<file path="config.mk">
export PLATFORM = sky130hd
export DESIGN_NAME = pll3w_loader
export DESIGN_NICKNAME = d
export VERILOG_FILES = /design/src/rtl/pll3w_pkg.sv /design/src/rtl/pll3w_interval.sv /design/src/rtl/pll3w_word_shift.sv /design/src/rtl/pll3w_le_route.sv /design/src/rtl/pll3w_loader.sv
export SDC_FILE = /design/constraint.sdc
export NUM_CORES = 1
export LEC_CHECK = 0
export ABC_AREA = 1
export BUFFER_PORTS_ARGS = -buffer_cell sky130_fd_sc_hd__buf_2
export CAP_MARGIN = 10
export CORE_ASPECT_RATIO = 1.5
export CORE_MARGIN = 2
export CORE_UTILIZATION = 25
export CTS_CLUSTER_SIZE = 20
export DETAILED_ROUTE_END_ITERATION = 10
export GPL_TIMING_DRIVEN = 0
export HOLD_SLACK_MARGIN = 0.05
export SYNTH_ARGS = -nofsm -noshare
export SYNTH_HDL_FRONTEND = slang
export SYNTH_SLANG_ARGS = --single-unit
</file>
<file path="constraint.sdc">
create_clock -name clk_i -period 2.9 [get_ports clk_i]
set_input_delay 0.725 -clock clk_i [delete_from_list [all_inputs] [get_ports clk_i]]
set_output_delay 0.725 -clock clk_i [all_outputs]
set_load 0.05 [all_outputs]
</file>
<file path="src/rtl/pll3w_pkg.sv">
package pll3w_pkg;
  localparam int unsigned WORD_W    = 24;
  localparam int unsigned NUM_WORDS = 3;
  localparam int unsigned BIT_W     = $clog2(WORD_W);
  localparam int unsigned FRAME_INTERVALS = NUM_WORDS * (2 * WORD_W + 1) + (NUM_WORDS - 1);

  typedef enum logic [2:0] {
    ST_IDLE,
    ST_BIT_LO,
    ST_BIT_HI,
    ST_LATCH,
    ST_GAP
  } seq_state_e;
endpackage

</file>
<file path="src/rtl/pll3w_interval.sv">
module pll3w_interval #(
  parameter int unsigned DIV_W = 8
) (
  input  logic             clk_i,
  input  logic             rst_ni,
  input  logic             run_i,
  input  logic [DIV_W-1:0] limit_i,
  output logic             tick_o
);
  logic [DIV_W-1:0] cnt_q;

  assign tick_o = run_i && (cnt_q == limit_i);

  always_ff @(posedge clk_i or negedge rst_ni) begin
    if (!rst_ni)                cnt_q <= '0;
    else if (!run_i || tick_o)  cnt_q <= '0;
    else                        cnt_q <= cnt_q + 1'b1;
  end
endmodule

</file>
<file path="src/rtl/pll3w_word_shift.sv">
module pll3w_word_shift
  import pll3w_pkg::*;
#(
  parameter int unsigned IN_W = 32
) (
  input  logic                      clk_i,
  input  logic                      rst_ni,
  input  logic                      load_i,
  input  logic [NUM_WORDS*IN_W-1:0] words_i,
  input  logic                      shift_i,
  input  logic                      next_i,
  output logic                      msb_o,
  output logic                      last_o
);
  localparam int unsigned IDX_W = $clog2(NUM_WORDS);

  logic [WORD_W-1:0] masked [NUM_WORDS];
  logic [WORD_W-1:0] bank_q [NUM_WORDS];
  logic [WORD_W-1:0] sr_q;
  logic [IDX_W-1:0]  idx_q;
  logic [IDX_W-1:0]  idx_nxt;

  // keep the low WORD_W bits of each slot; the rest is dropped
  for (genvar g = 0; g < NUM_WORDS; g++) begin : g_mask
    assign masked[g] = words_i[g*IN_W +: WORD_W];
    if (IN_W > WORD_W) begin : g_hi
      logic unused_hi;
      assign unused_hi = ^words_i[g*IN_W+WORD_W +: IN_W-WORD_W];
    end
  end

  assign idx_nxt = idx_q + 1'b1;
  assign msb_o   = sr_q[WORD_W-1];
  assign last_o  = (idx_q == IDX_W'(NUM_WORDS-1));

  always_ff @(posedge clk_i or negedge rst_ni) begin
    if (!rst_ni) begin
      for (int i = 0; i < NUM_WORDS; i++) bank_q[i] <= '0;
      sr_q  <= '0;
      idx_q <= '0;
    end else if (load_i) begin
      for (int i = 0; i < NUM_WORDS; i++) bank_q[i] <= masked[i];
      sr_q  <= masked[0];
      idx_q <= '0;
    end else if (next_i && !last_o) begin
      idx_q <= idx_nxt;
      sr_q  <= bank_q[idx_nxt];
    end else if (shift_i) begin
      sr_q  <= {sr_q[WORD_W-2:0], 1'b0};
    end
  end
endmodule

</file>
<file path="src/rtl/pll3w_le_route.sv">
module pll3w_le_route #(
  parameter int unsigned NUM_CH = 4,
  parameter int unsigned CH_W   = 2
) (
  input  logic              en_i,
  input  logic [CH_W-1:0]   sel_i,
  output logic [NUM_CH-1:0] le_o
);
  for (genvar g = 0; g < NUM_CH; g++) begin : g_ch
    assign le_o[g] = en_i && (sel_i == CH_W'(g));
  end
endmodule

</file>
<file path="src/rtl/pll3w_loader.sv">
module pll3w_loader
  import pll3w_pkg::*;
#(
  parameter int unsigned NUM_CH = 4,
  parameter int unsigned CH_W   = (NUM_CH > 1) ? $clog2(NUM_CH) : 1,
  parameter int unsigned DIV_W  = 8,
  parameter int unsigned IN_W   = 32
) (
  input  logic              clk_i,
  input  logic              rst_ni,
  input  logic              start_i,
  input  logic [CH_W-1:0]   chan_i,
  input  logic [DIV_W-1:0]  div_i,
  input  logic [IN_W-1:0]   ctl_word_i,
  input  logic [IN_W-1:0]   ref_word_i,
  input  logic [IN_W-1:0]   ncnt_word_i,
  output logic              sclk_o,
  output logic              sdata_o,
  output logic [NUM_CH-1:0] le_o,
  output logic              busy_o,
  output logic              done_o
);
  seq_state_e       state_q;
  logic [BIT_W-1:0] bit_q;
  logic [DIV_W-1:0] div_q;
  logic [CH_W-1:0]  chan_q;
  logic             done_q;
  logic             tick;
  logic             accept;
  logic             shift;
  logic             next_word;
  logic             msb;
  logic             last_word;
  logic             in_bit;

  assign accept    = (state_q == ST_IDLE) && start_i;
  assign shift     = (state_q == ST_BIT_HI) && tick && (bit_q != '0);
  assign next_word = (state_q == ST_GAP) && tick;
  assign in_bit    = (state_q == ST_BIT_LO) || (state_q == ST_BIT_HI);

  pll3w_interval #(.DIV_W(DIV_W)) u_interval (
    .clk_i   (clk_i),
    .rst_ni  (rst_ni),
    .run_i   (state_q != ST_IDLE),
    .limit_i (div_q),
    .tick_o  (tick)
  );

  // slot 0 goes first: control, then reference, then N
  pll3w_word_shift #(.IN_W(IN_W)) u_shift (
    .clk_i   (clk_i),
    .rst_ni  (rst_ni),
    .load_i  (accept),
    .words_i ({ncnt_word_i, ref_word_i, ctl_word_i}),
    .shift_i (shift),
    .next_i  (next_word),
    .msb_o   (msb),
    .last_o  (last_word)
  );

  pll3w_le_route #(.NUM_CH(NUM_CH), .CH_W(CH_W)) u_route (
    .en_i  (state_q == ST_LATCH),
    .sel_i (chan_q),
    .le_o  (le_o)
  );

  always_ff @(posedge clk_i or negedge rst_ni) begin
    if (!rst_ni) begin
      state_q <= ST_IDLE;
      bit_q   <= '0;
      div_q   <= '0;
      chan_q  <= '0;
      done_q  <= 1'b0;
    end else begin
      done_q <= 1'b0;
      unique case (state_q)
        ST_IDLE: if (start_i) begin
          state_q <= ST_BIT_LO;
          bit_q   <= BIT_W'(WORD_W-1);
          div_q   <= div_i;
          chan_q  <= chan_i;
        end
        ST_BIT_LO: if (tick) state_q <= ST_BIT_HI;
        ST_BIT_HI: if (tick) begin
          if (bit_q == '0) state_q <= ST_LATCH;
          else begin
            bit_q   <= bit_q - 1'b1;
            state_q <= ST_BIT_LO;
          end
        end
        ST_LATCH: if (tick) begin
          if (last_word) begin
            state_q <= ST_IDLE;
            done_q  <= 1'b1;
          end else begin
            state_q <= ST_GAP;
          end
        end
        ST_GAP: if (tick) begin
          state_q <= ST_BIT_LO;
          bit_q   <= BIT_W'(WORD_W-1);
        end
        default: state_q <= ST_IDLE;
      endcase
    end
  end

  assign sclk_o  = (state_q == ST_BIT_HI);
  assign sdata_o = in_bit && msb;
  assign busy_o  = (state_q != ST_IDLE);
  assign done_o  = done_q;
endmodule

</file>
==> run metrics <==
status=finished clean; antenna-violating nets left=0; CP max FO=5; total track usage=0.153; final hold violation count=0; chip width=between 100 and 150 um; Final Power=~0.0083 W; fin nets=about 1100; Logic pwr share=0.349; RePlAce Congestion=between 0.8 and 0.9; root buffer cell=clkbuf_16; FF-to-FF End=u_shift.sr_q[18]$_DFFE_PN0P_; Crit. End Element=output port; Mapped Cells=between 800 and 900; Req. time, crit path=about 2.2 ns; WL/cell=roughly 15 um; synth top area cells=dfrtp_1 49%, nand2_1 22%, nand3_1 6.0%; # DRC=0; vias in the first global route=5989; critical path class=reg2out; TritonCTS Buffers=17; Pleak=4.08 nW; FF-to-FF Start=u_shift.idx_q[0]$_DFFE_PN0P_; Final setup violation count=0; Sum Neg Setup Slack=0 ns; sequential share of power=0.367; Final period util=0.926; Core Util, Final=0.315; count of standard-cell rows=71; Post-CTS Setup Bufs=0; fin crit period=2.69 ns; Post-synth EDFFs=0; top-count cell post-synth=nand2_1; CP Data Arrival Time=around 2.0 ns; antenna violations before repair=0; area grow syn2layout=24.6%; first-pass iteration count of the detailed router=4; Area after DPL=around 0.0072 mm2; Top FF cell, synth=dfrtp_1; clock-pin slew on the worst setup and hold paths=0.06 ns; commonest cells in the netlist=372 x nand2_1, 125 x dfrtp_1, 76 x nand3_1, 45 x o21ai_0, 42 x inv_1; Setup Skew=approximately 0.0081 ns; share of cells above drive strength 1=0.192; Clock Tree Buf Depth=2; R2R depth=13; GR Overflow Total=0; Die Span Y=a little under 200 um; area leader, netlist=dfrtp_1; Yosys warning total=0; hold crit path type=in2async; Vias=~5700; fin cells=1286; die area=approximately 0.027 mm2; Core Region=approximately 0.025 mm2; vias per cell=between 4 and 5; Mapped Nets=946; Ant. Diodes=0; Port-buffer cells=92; startpoint types=register; Placed Instances=about 1300; Max Cap Violations=0; Seq/Total Area, Yosys=0.495; final instance area=0.00788 mm2; Slew Limit Fails=0; hpwl dp=approximately 15000 um; syn_area_per_cell=approximately 7.6 um2; flops & latches, synth=~130; mapped cell area=0.00632 mm2; IO Count=117; worst-margin pin slew=0.517 ns; largest net degree at the start of global routing=83; Max-Slew Margin vs Limit=0.656; worst vdd ir=between 0.3 and 0.4 mV; max frequency=between 300 and 400 MHz; H-tree Lvls=4; Synth cell types=29; CTS tree=built; worst skew pair latency=0.43 ns; RSZ-0062 raised after global routing=false; post-synth top area share=0.495; # clock sinks=~130; Int Pwr=between 0.005 and 0.006 W; hold buffer count at CTS=0; initial DRC count=374; Post-synth ARST share=1.00; WL final=about 19000 um; Sw Share=0.394; R2R Setup Slk=about 0.39 ns; first-pass GRT wire length=approximately 31000 um; NetSw=between 0.003 and 0.004 W; Clock Power Share=0.284; PwrDens=between 1000 and 1500 mW/mm2; starting density of the core=0.253
[power by group through the flow]
stage          logic, W  clock network (W)  registers, W
6_report        0.00290            0.00235       0.00304
3_3_place_gp    0.00284                  0       0.00303
5_1_grt         0.00333            0.00245       0.00313
4_1_cts         0.00292            0.00238       0.00304
2_1_floorplan   0.00219                  0       0.00288
3_5_place_dp    0.00291                  0       0.00305
[routing by layer]
metal | share of wire | GRT usage
met1 | 0.38 | 0.159
met2 | 0.50 | 0.269
met3 | 0.044 | 0.0278
met4 | 0.073 | 0.121
met5 | 0 | 0
[stage by stage]
stage	setup WS (ns)	hold slack, ns
after floorplan	0.246	0.429
after global placement	-0.636	0.453
after detailed placement	0.116	0.461
after CTS	0.0878	0.237
after global routing	0.0748	0.250
final	0.214	0.216
[cells by family (layout without fill, tap and decap cells)]
| family | after synthesis | count (layout) | synth area share |
|---|---|---|---|
| AO/OA/AOI/OAI | 69 | 69 | 0.0550 |
| XOR/XNOR | 6 | 6 | 0.00832 |
| adder cells (fa/ha/maj) | 3 | 3 | 0.00594 |
| buffers and inverters | 95 | 219 | 0.0689 |
| flip-flops | 125 | 125 | 0.495 |
| AND/OR/NAND/NOR | 536 | 536 | 0.367 |
[worst max path at each step]
stage | startpoint | end | slack (ns) | cells after the start
2_1_floorplan | state_q[2]$_DFFE_PN0P_ | le_o[0] | 0.25 | 3
3_3_place_gp | rst_ni | u_shift.bank_q[43]$_DFFE_PN0P_ | -0.64 | 1
3_5_place_dp | u_shift.idx_q[0]$_DFFE_PN0P_ | u_shift.sr_q[21]$_DFFE_PN0P_ | 0.12 | 13
4_1_cts | u_shift.idx_q[0]$_DFFE_PN0P_ | u_shift.sr_q[21]$_DFFE_PN0P_ | 0.09 | 13
5_1_grt | u_shift.idx_q[0]$_DFFE_PN0P_ | u_shift.sr_q[20]$_DFFE_PN0P_ | 0.07 | 12
6_report | state_q[0]$_DFFE_PN0P_ | le_o[3] | 0.21 | 5
[cells in the final DEF, fill, tap and decap left out, drive strengths merged]
cell type / n
nand2: 381
buf: 128
dfrtp: 125
nand3: 77
o21ai: 53
inv: 48
nor2: 43
clkbuf: 31
nand4: 24
a21oi: 15
nor3: 10
clkinv: 5
xnor2: 4
bufinv: 4
clkinvlp: 3
ha: 3
xor2: 2
o21a: 1
nand3b: 1
[sequential cells by signal, summed over array words and instances (netlist names)]
name and cells:
u_interval.cnt_q 8, bit_q 5, u_shift.idx_q 2, u_shift.bank_q 72
state_q 3, done_o 1, div_q 8, u_shift.sr_q 24
chan_q 2
[final cells by class]
class | count | area (um2)
Sequential cell | 125 | 3130
Tap cell | 328 | 410
Multi-Input combinational cell | 614 | 2760
Fill cell | 2653 | 17100
Buffer | 46 | 249
Inverter | 48 | 186
Timing Repair Buffer | 93 | 494
Clock inverter | 12 | 184
Clock buffer | 20 | 467
[critical path, stage by stage (launching register included)]
cell     delay [ns]
dfrtp_1        0.47
inv_1          0.09
nor3_1         0.28
inv_1          0.16
nor3_1         0.23
buf_2          0.31
[timing repair]
action,CTS,global route
setup endpoints to repair,0,7
gates resized for setup,0,1
hold endpoints to repair,0,0
Note: power is estimated with default switching activity, not from simulation.
